### src/rtl/eth_route_pkg.sv
package eth_route_pkg;
  localparam int BEAT_W    = 64;
  localparam int HDR_BEATS = 6;
  localparam int IDX_W     = $clog2(HDR_BEATS + 1);

  localparam logic [15:0] ETYPE_IPV4 = 16'h0800;
  localparam logic [7:0]  PROTO_UDP  = 8'd17;

  typedef enum logic [1:0] {
    DEST_STRM = 2'd0,
    DEST_CPU  = 2'd1,
    DEST_XO   = 2'd2,
    DEST_DROP = 2'd3
  } dest_e;

  typedef enum logic [1:0] {
    S_CAPT,
    S_DECIDE,
    S_REPLAY,
    S_PASS
  } phase_e;

  typedef struct packed {
    logic       strm_en;
    logic       alt_en;
    logic [1:0] port_en;
  } cfg_t;
endpackage

### src/rtl/eth_hdr_store.sv
module eth_hdr_store
  import eth_route_pkg::*;
#(
  parameter int UW = 4
) (
  input  logic                               clk,
  input  logic                               wr_en,
  input  logic [IDX_W-1:0]                   wr_idx,
  input  logic [BEAT_W-1:0]                  wr_data,
  input  logic [UW-1:0]                      wr_user,
  input  logic [IDX_W-1:0]                   rd_idx,
  output logic [BEAT_W-1:0]                  rd_data,
  output logic [UW-1:0]                      rd_user,
  output logic [HDR_BEATS-1:0][BEAT_W-1:0]   beats
);
  logic [HDR_BEATS-1:0][UW-1:0] users;

  for (genvar g = 0; g < HDR_BEATS; g++) begin : g_slot
    always_ff @(posedge clk) begin
      if (wr_en && wr_idx == IDX_W'(g)) begin
        beats[g] <= wr_data;
        users[g] <= wr_user;
      end
    end
  end

  always_comb begin
    rd_data = '0;
    rd_user = '0;
    for (int i = 0; i < HDR_BEATS; i++) begin
      if (rd_idx == IDX_W'(i)) begin
        rd_data = beats[i];
        rd_user = users[i];
      end
    end
  end
endmodule

### src/rtl/eth_route_cfg.sv
module eth_route_cfg
  import eth_route_pkg::*;
#(
  parameter int                 SET_AW   = 8,
  parameter logic [SET_AW-1:0]  SET_BASE = '0
) (
  input  logic              clk,
  input  logic              rst,
  input  logic              set_stb,
  input  logic [SET_AW-1:0] set_addr,
  input  logic [31:0]       set_data,
  output cfg_t              cfg
);
  localparam logic [SET_AW-1:0] ADDR_CTRL  = SET_BASE;
  localparam logic [SET_AW-1:0] ADDR_PORTS = SET_BASE + SET_AW'(1);

  logic unused_hi;
  assign unused_hi = ^set_data[31:2];

  always_ff @(posedge clk) begin
    if (rst) begin
      cfg <= '{strm_en: 1'b1, alt_en: 1'b1, port_en: 2'b11};
    end else if (set_stb) begin
      if (set_addr == ADDR_CTRL) begin
        cfg.strm_en <= set_data[0];
        cfg.alt_en  <= set_data[1];
      end else if (set_addr == ADDR_PORTS) begin
        cfg.port_en <= set_data[1:0];
      end
    end
  end
endmodule

### src/rtl/eth_route_decide.sv
module eth_route_decide
  import eth_route_pkg::*;
#(
  parameter bit DROP_FOREIGN = 1'b0
) (
  input  logic [HDR_BEATS-1:0][BEAT_W-1:0] beats,
  input  logic [IDX_W-1:0]                 n_beats,
  input  logic                             short_frm,
  input  cfg_t                             cfg,
  input  logic [47:0]                      own_mac,
  input  logic [47:0]                      alt_mac,
  input  logic [31:0]                      own_ip,
  input  logic [15:0]                      port_a,
  input  logic [15:0]                      port_b,
  output dest_e                            dest
);
  logic [47:0] dmac;
  logic [15:0] etype;
  logic [7:0]  proto;
  logic [31:0] dip;
  logic [15:0] dport;
  logic        mac_seen, bcast, mac_hit, port_hit, udp_hit;

  assign dmac  = {beats[0][15:0], beats[1][63:32]};
  assign etype = beats[2][47:32];
  assign proto = beats[3][23:16];
  assign dip   = beats[4][31:0];
  assign dport = beats[5][47:32];

  logic unused_hdr;
  assign unused_hdr = ^{beats[0][63:16], beats[1][31:0], beats[2][63:48],
                        beats[2][31:0], beats[3][63:24], beats[3][15:0],
                        beats[4][63:32], beats[5][63:48], beats[5][31:0]};

  assign mac_seen = n_beats >= IDX_W'(2);
  assign bcast    = mac_seen && (dmac == '1);
  assign mac_hit  = mac_seen && ((dmac == own_mac) || (cfg.alt_en && dmac == alt_mac));
  assign port_hit = (cfg.port_en[0] && dport == port_a) ||
                    (cfg.port_en[1] && dport == port_b);
  assign udp_hit  = !short_frm && etype == ETYPE_IPV4 && proto == PROTO_UDP &&
                    dip == own_ip && port_hit;

  always_comb begin
    if (bcast)
      dest = DEST_CPU;
    else if (mac_hit)
      dest = (udp_hit && cfg.strm_en) ? DEST_STRM : DEST_CPU;
    else
      dest = DROP_FOREIGN ? DEST_DROP : DEST_XO;
  end
endmodule

### src/rtl/eth_frame_router.sv
module eth_frame_router
  import eth_route_pkg::*;
#(
  parameter int                UW           = 4,
  parameter int                SET_AW       = 8,
  parameter logic [SET_AW-1:0] SET_BASE     = 8'h40,
  parameter bit                DROP_FOREIGN = 1'b0
) (
  input  logic              clk,
  input  logic              rst,
  input  logic              set_stb,
  input  logic [SET_AW-1:0] set_addr,
  input  logic [31:0]       set_data,
  input  logic [47:0]       own_mac,
  input  logic [47:0]       alt_mac,
  input  logic [31:0]       own_ip,
  input  logic [15:0]       port_a,
  input  logic [15:0]       port_b,
  input  logic [63:0]       in_data,
  input  logic [UW-1:0]     in_user,
  input  logic              in_last,
  input  logic              in_valid,
  output logic              in_ready,
  output logic [63:0]       strm_data,
  output logic              strm_last,
  output logic              strm_valid,
  input  logic              strm_ready,
  output logic [63:0]       cpu_data,
  output logic [UW-1:0]     cpu_user,
  output logic              cpu_last,
  output logic              cpu_valid,
  input  logic              cpu_ready,
  output logic [63:0]       xo_data,
  output logic [UW-1:0]     xo_user,
  output logic              xo_last,
  output logic              xo_valid,
  input  logic              xo_ready
);
  phase_e                          phase;
  logic [IDX_W-1:0]                n_q, rd_q;
  logic                            last_in_hdr;
  dest_e                           route_q, dest_c;
  cfg_t                            cfg;
  logic [HDR_BEATS-1:0][BEAT_W-1:0] hdr_beats;
  logic [BEAT_W-1:0]               hdr_rd_data;
  logic [UW-1:0]                   hdr_rd_user;
  logic                            hdr_wr, hdr_end, rd_end, sel_ready;
  logic                            src_valid, src_last;
  logic [BEAT_W-1:0]               src_data;
  logic [UW-1:0]                   src_user;

  assign hdr_wr  = (phase == S_CAPT) && in_valid;
  assign hdr_end = in_last || (n_q == IDX_W'(HDR_BEATS - 1));
  assign rd_end  = (rd_q == n_q - IDX_W'(1));

  eth_hdr_store #(.UW(UW)) u_store (
    .clk     (clk),
    .wr_en   (hdr_wr),
    .wr_idx  (n_q),
    .wr_data (in_data),
    .wr_user (in_user),
    .rd_idx  (rd_q),
    .rd_data (hdr_rd_data),
    .rd_user (hdr_rd_user),
    .beats   (hdr_beats)
  );

  eth_route_cfg #(.SET_AW(SET_AW), .SET_BASE(SET_BASE)) u_cfg (
    .clk      (clk),
    .rst      (rst),
    .set_stb  (set_stb),
    .set_addr (set_addr),
    .set_data (set_data),
    .cfg      (cfg)
  );

  eth_route_decide #(.DROP_FOREIGN(DROP_FOREIGN)) u_decide (
    .beats     (hdr_beats),
    .n_beats   (n_q),
    .short_frm (last_in_hdr),
    .cfg       (cfg),
    .own_mac   (own_mac),
    .alt_mac   (alt_mac),
    .own_ip    (own_ip),
    .port_a    (port_a),
    .port_b    (port_b),
    .dest      (dest_c)
  );

  always_comb begin
    case (route_q)
      DEST_STRM: sel_ready = strm_ready;
      DEST_CPU:  sel_ready = cpu_ready;
      DEST_XO:   sel_ready = xo_ready;
      default:   sel_ready = 1'b1;
    endcase
  end

  always_comb begin
    src_valid = 1'b0;
    src_data  = hdr_rd_data;
    src_user  = hdr_rd_user;
    src_last  = 1'b0;
    in_ready  = 1'b0;
    case (phase)
      S_CAPT: in_ready = 1'b1;
      S_REPLAY: begin
        src_valid = 1'b1;
        src_last  = last_in_hdr && rd_end;
      end
      S_PASS: begin
        src_valid = in_valid && (route_q != DEST_DROP);
        src_data  = in_data;
        src_user  = in_user;
        src_last  = in_last;
        in_ready  = sel_ready;
      end
      default: ;
    endcase
  end

  assign strm_valid = src_valid && (route_q == DEST_STRM);
  assign cpu_valid  = src_valid && (route_q == DEST_CPU);
  assign xo_valid   = src_valid && (route_q == DEST_XO);
  assign strm_data  = src_data;
  assign cpu_data   = src_data;
  assign xo_data    = src_data;
  assign strm_last  = src_last;
  assign cpu_last   = src_last;
  assign xo_last    = src_last;
  assign cpu_user   = src_user;
  assign xo_user    = src_user;

  always_ff @(posedge clk) begin
    if (rst) begin
      phase       <= S_CAPT;
      n_q         <= '0;
      rd_q        <= '0;
      last_in_hdr <= 1'b0;
      route_q     <= DEST_CPU;
    end else begin
      case (phase)
        S_CAPT: begin
          if (in_valid) begin
            n_q <= n_q + IDX_W'(1);
            if (hdr_end) begin
              last_in_hdr <= in_last;
              phase       <= S_DECIDE;
            end
          end
        end
        S_DECIDE: begin
          route_q <= dest_c;
          rd_q    <= '0;
          if (dest_c == DEST_STRM) begin
            phase <= S_PASS;
          end else if (dest_c == DEST_DROP) begin
            if (last_in_hdr) begin
              phase <= S_CAPT;
              n_q   <= '0;
            end else begin
              phase <= S_PASS;
            end
          end else begin
            phase <= S_REPLAY;
          end
        end
        S_REPLAY: begin
          if (sel_ready) begin
            if (rd_end) begin
              if (last_in_hdr) begin
                phase <= S_CAPT;
                n_q   <= '0;
              end else begin
                phase <= S_PASS;
              end
            end else begin
              rd_q <= rd_q + IDX_W'(1);
            end
          end
        end
        S_PASS: begin
          if (in_valid && in_ready && in_last) begin
            phase <= S_CAPT;
            n_q   <= '0;
          end
        end
        default: phase <= S_CAPT;
      endcase
    end
  end
endmodule

### config.mk
export PLATFORM = sky130hd
export DESIGN_NAME = eth_frame_router
export DESIGN_NICKNAME = d
export VERILOG_FILES = /design/src/rtl/eth_route_pkg.sv /design/src/rtl/eth_hdr_store.sv /design/src/rtl/eth_route_cfg.sv /design/src/rtl/eth_route_decide.sv /design/src/rtl/eth_frame_router.sv
export SDC_FILE = /design/constraint.sdc
export NUM_CORES = 1
export LEC_CHECK = 0
export BUFFER_PORTS_ARGS = -buffer_cell sky130_fd_sc_hd__buf_2
export CORE_MARGIN = 10
export CORE_UTILIZATION = 49
export CTS_CLUSTER_DIAMETER = 100
export DETAILED_ROUTE_END_ITERATION = 7
export PLACE_DENSITY = 0.77
export SLEW_MARGIN = 10
export SYNTH_ARGS = -nofsm -noshare
export SYNTH_HDL_FRONTEND = slang
export SYNTH_SLANG_ARGS = --single-unit
### constraint.sdc
create_clock -name clk -period 6.7 [get_ports clk]
set_input_delay 0.335 -clock clk [delete_from_list [all_inputs] [get_ports clk]]
set_output_delay 0.335 -clock clk [all_outputs]
set_load 0.01 [all_outputs]
==> flow_summary.ini <==
[run_status]
status = finished clean

[cts]
root_buffer = clkbuf_16
clock_latency_ns = 0.57
cts_resized = 0
cts_tree = yes
numCtsBuffers = 44
clock_path_buffers = 3
cts_max_level = 2
clk_pin_slew_ns = 0.06
post_cts_buffers = 0
cts.hold.buffers_added = 1
cts.sinks = 423

[yosys]
synth_flop_cell = edfxtp_1
avgSynthCellArea_um2 = 12.7
async_flop_share_pct = 0
yosysUniqueCellTypes = 47
ys_warn_count = 0
synth-edff-count = 408
yosys.area.top_type = edfxtp_1
ys_ff_latch = 423
synth_cells = 1569
syn-num-nets = 1860
synth_area_um2 = 19900
seq_area_frac_synth_pct = 63.0
netlist.area_leader.share_pct = 61.5
synth.area.top_cells = edfxtp_1, xnor2_1, buf_4

[sta]
hold_violations = 0
maxSlewViolCount = 0
timing.final.ws_setup_ns = 2.16
fin_crit_ns = 4.54
worstMarginPinSlew_ns = 1.15
tns_ns = 0
max_slew_margin_pct = 23.1
min_period_over_period_pct = 67.7
fin_worst_skew_ns = 0.0142
fmax_mhz = 220
rsz0062_at_grt = false
setup_viol = 0

[routing]
drc = 0
drt-vias-per-instance = 6.10
wl_um = 65800
num_vias = 14696
dr.first_iter.drc_count = 1669
antenna_left = 0
post_drt_wl_per_cell_um = 27.3
drtPass1Iterations = 5

[power]
switching_share_pct = 26.7
p_comb_share_pct = 16.3
ir_drop_v = 0.000221
p_leak_nw = 7.96
p_per_area_nw_per_um2 = 289
clockPowerShare_pct = 36.2
power_switching_mw = 1.78
pwr-share-seq_pct = 47.6
cellInternalPower_mw = 4.89

[min_path]
holdPathStages = 2
worstHoldPathType = in -> reg
min_from = set_data[1]

[placement]
pre_cts_ws_ns = 2.82
gp_congestion = 0.906
hpwl_um = 45000
io_buffers = 452
dp.cells = 2335

[setup_path]
startpoint = rd_q[0]$_SDFFE_PP0P_
crit_chain = inv_1, ha_1, nor2b_4, buf_4, a221oi_1, o311ai_0, o21ai_0, o21ai_0, buf_2
worstPathMaxFanout = 35
crit_path_start_kind = register
timing.rr.start = u_store.beats[118]$_DFFE_PP_
slowest_stage = nor2b_4
criticalPathCategory = reg -> out
cp_data_required_time_ns = 6.36
max_stage_delay_ns = 0.86
worstRegToRegCells = 7
end_kind = output pin
cp.arrival_ns = 4.20
cp_common_cell = o21ai_0

[run]
maxCapViolCount = 0

[global_routing]
grt_overflow = 0
grt_antenna_before_repair = 3
grt_pass1_vias = 14645
grt_first_pass_wirelength_um = 96000
grtUsageTotal_pct = 25.4
grt_max_degree = 85

[floorplan]
die_h_um = 222
die_w_um = 222
fp.dieArea_um2 = 49100
io_pins = 483
row_count = 73
core_area_um2 = 39900
start_util_pct = 49.9

[cells_and_area]
syn_to_final_growth_pct = 16.0
finalNonFillerCells = 2411
nets = 2148
final_common_cell = buf_2
fillers = 3123
n_antenna_cell = 0
drive_gt1_share_pct = 28.9
final_cell_mix = buf_2, edfxtp_1, o21ai_0, xnor2_1, nor2_1
## registers in the layout (all words and copies together), names as in the netlist
name,cells
u_store.beats,384
u_store.users,24
u_cfg.cfg,4
n_q,3
rd_q,3
phase,2
route_q,2
last_in_hdr,1
## worst paths after layout
kind	end	slack, ns
max reg2reg	phase[0]$_SDFFE_PP0P_	3.53
min reg2reg	u_cfg.cfg[1]$_SDFFE_PP1P_	0.47
min	u_cfg.cfg[2]$_SDFFE_PP1P_	0.02
max	cpu_data[0]	2.16
## metal layers
layer	GRT usage, %	share of wire, %	vias to the layer above
met1	31.4	38	7295
met5	0	0.067	-
li1	-	-	6436
met4	8.75	3.0	6
met2	42.3	49	849
met3	6.85	9.7	110
## synthesized netlist by cell type (19+ instances only)
master    count
xor2_1       25
xnor2_1     123
buf_4       134
nand2_1      83
edfxtp_1    408
a221oi_1     70
a21oi_1      76
nor2_1       81
inv_1        31
nor4_1       19
clkbuf_1     79
o21ai_0     138
nor3b_1      72
nand4_1      45
o311ai_0     68
## cells by family (layout without fill, tap and decap cells)
family,Yosys count,count (layout),share of synthesized area [%]
multiplexers,3,3,0.170
adder cells (fa/ha/maj),15,15,0.943
AND/OR/NAND/NOR,342,342,9.19
buffers and inverters,258,575,7.45
flip-flops,423,423,63.0
AO/OA/AOI/OAI,379,379,12.6
XOR/XNOR,149,149,6.63
## power by group through the flow
stage	clock network [mW]	logic (mW)	registers [mW]
3_5_place_dp	0	1.09	3.23
5_1_grt	2.53	1.17	3.18
2_1_floorplan	0	0.769	3.19
6_report	2.41	1.09	3.17
3_3_place_gp	0	1.07	3.22
4_1_cts	2.43	1.10	3.17
## stage by stage
stage | hold slack [ns] | total power [mW] | area, um^2 | utilization (%)
finish | 0.0206 | 6.67 | 23100 | 57.9
global route | 0.0185 | 6.89 | 23100 | 57.9
CTS | 0.00117 | 6.70 | 23100 | 57.9
detailed placement | 0.465 | 4.32 | 21700 | 54.3
global placement | 0.449 | 4.29 | 21700 | 54.3
floorplan | 0.407 | 3.96 | 19900 | -
## final cells by class
cell class                 count  area [um^2]  share of cell area (%)
clock buffer                  50         1140                    4.96
clock inverter                25          254                    1.10
inverter                      31          116                   0.504
multi-input combinational    888         5980                    25.9
sequential                   423        12600                    54.3
tap                          525          657                    2.84
timing repair buffer         469         2390                    10.4
## worst max-delay path: cells and delay by family, from the launching register on
kind | cells | cell delay (ns)
simple gates | 1 | 0.86
flops | 1 | 0.36
buf+inv | 3 | 0.96
fa+ha+maj | 1 | 0.23
compound gates | 4 | 1.18
Note: power is estimated with default switching activity, not from simulation.
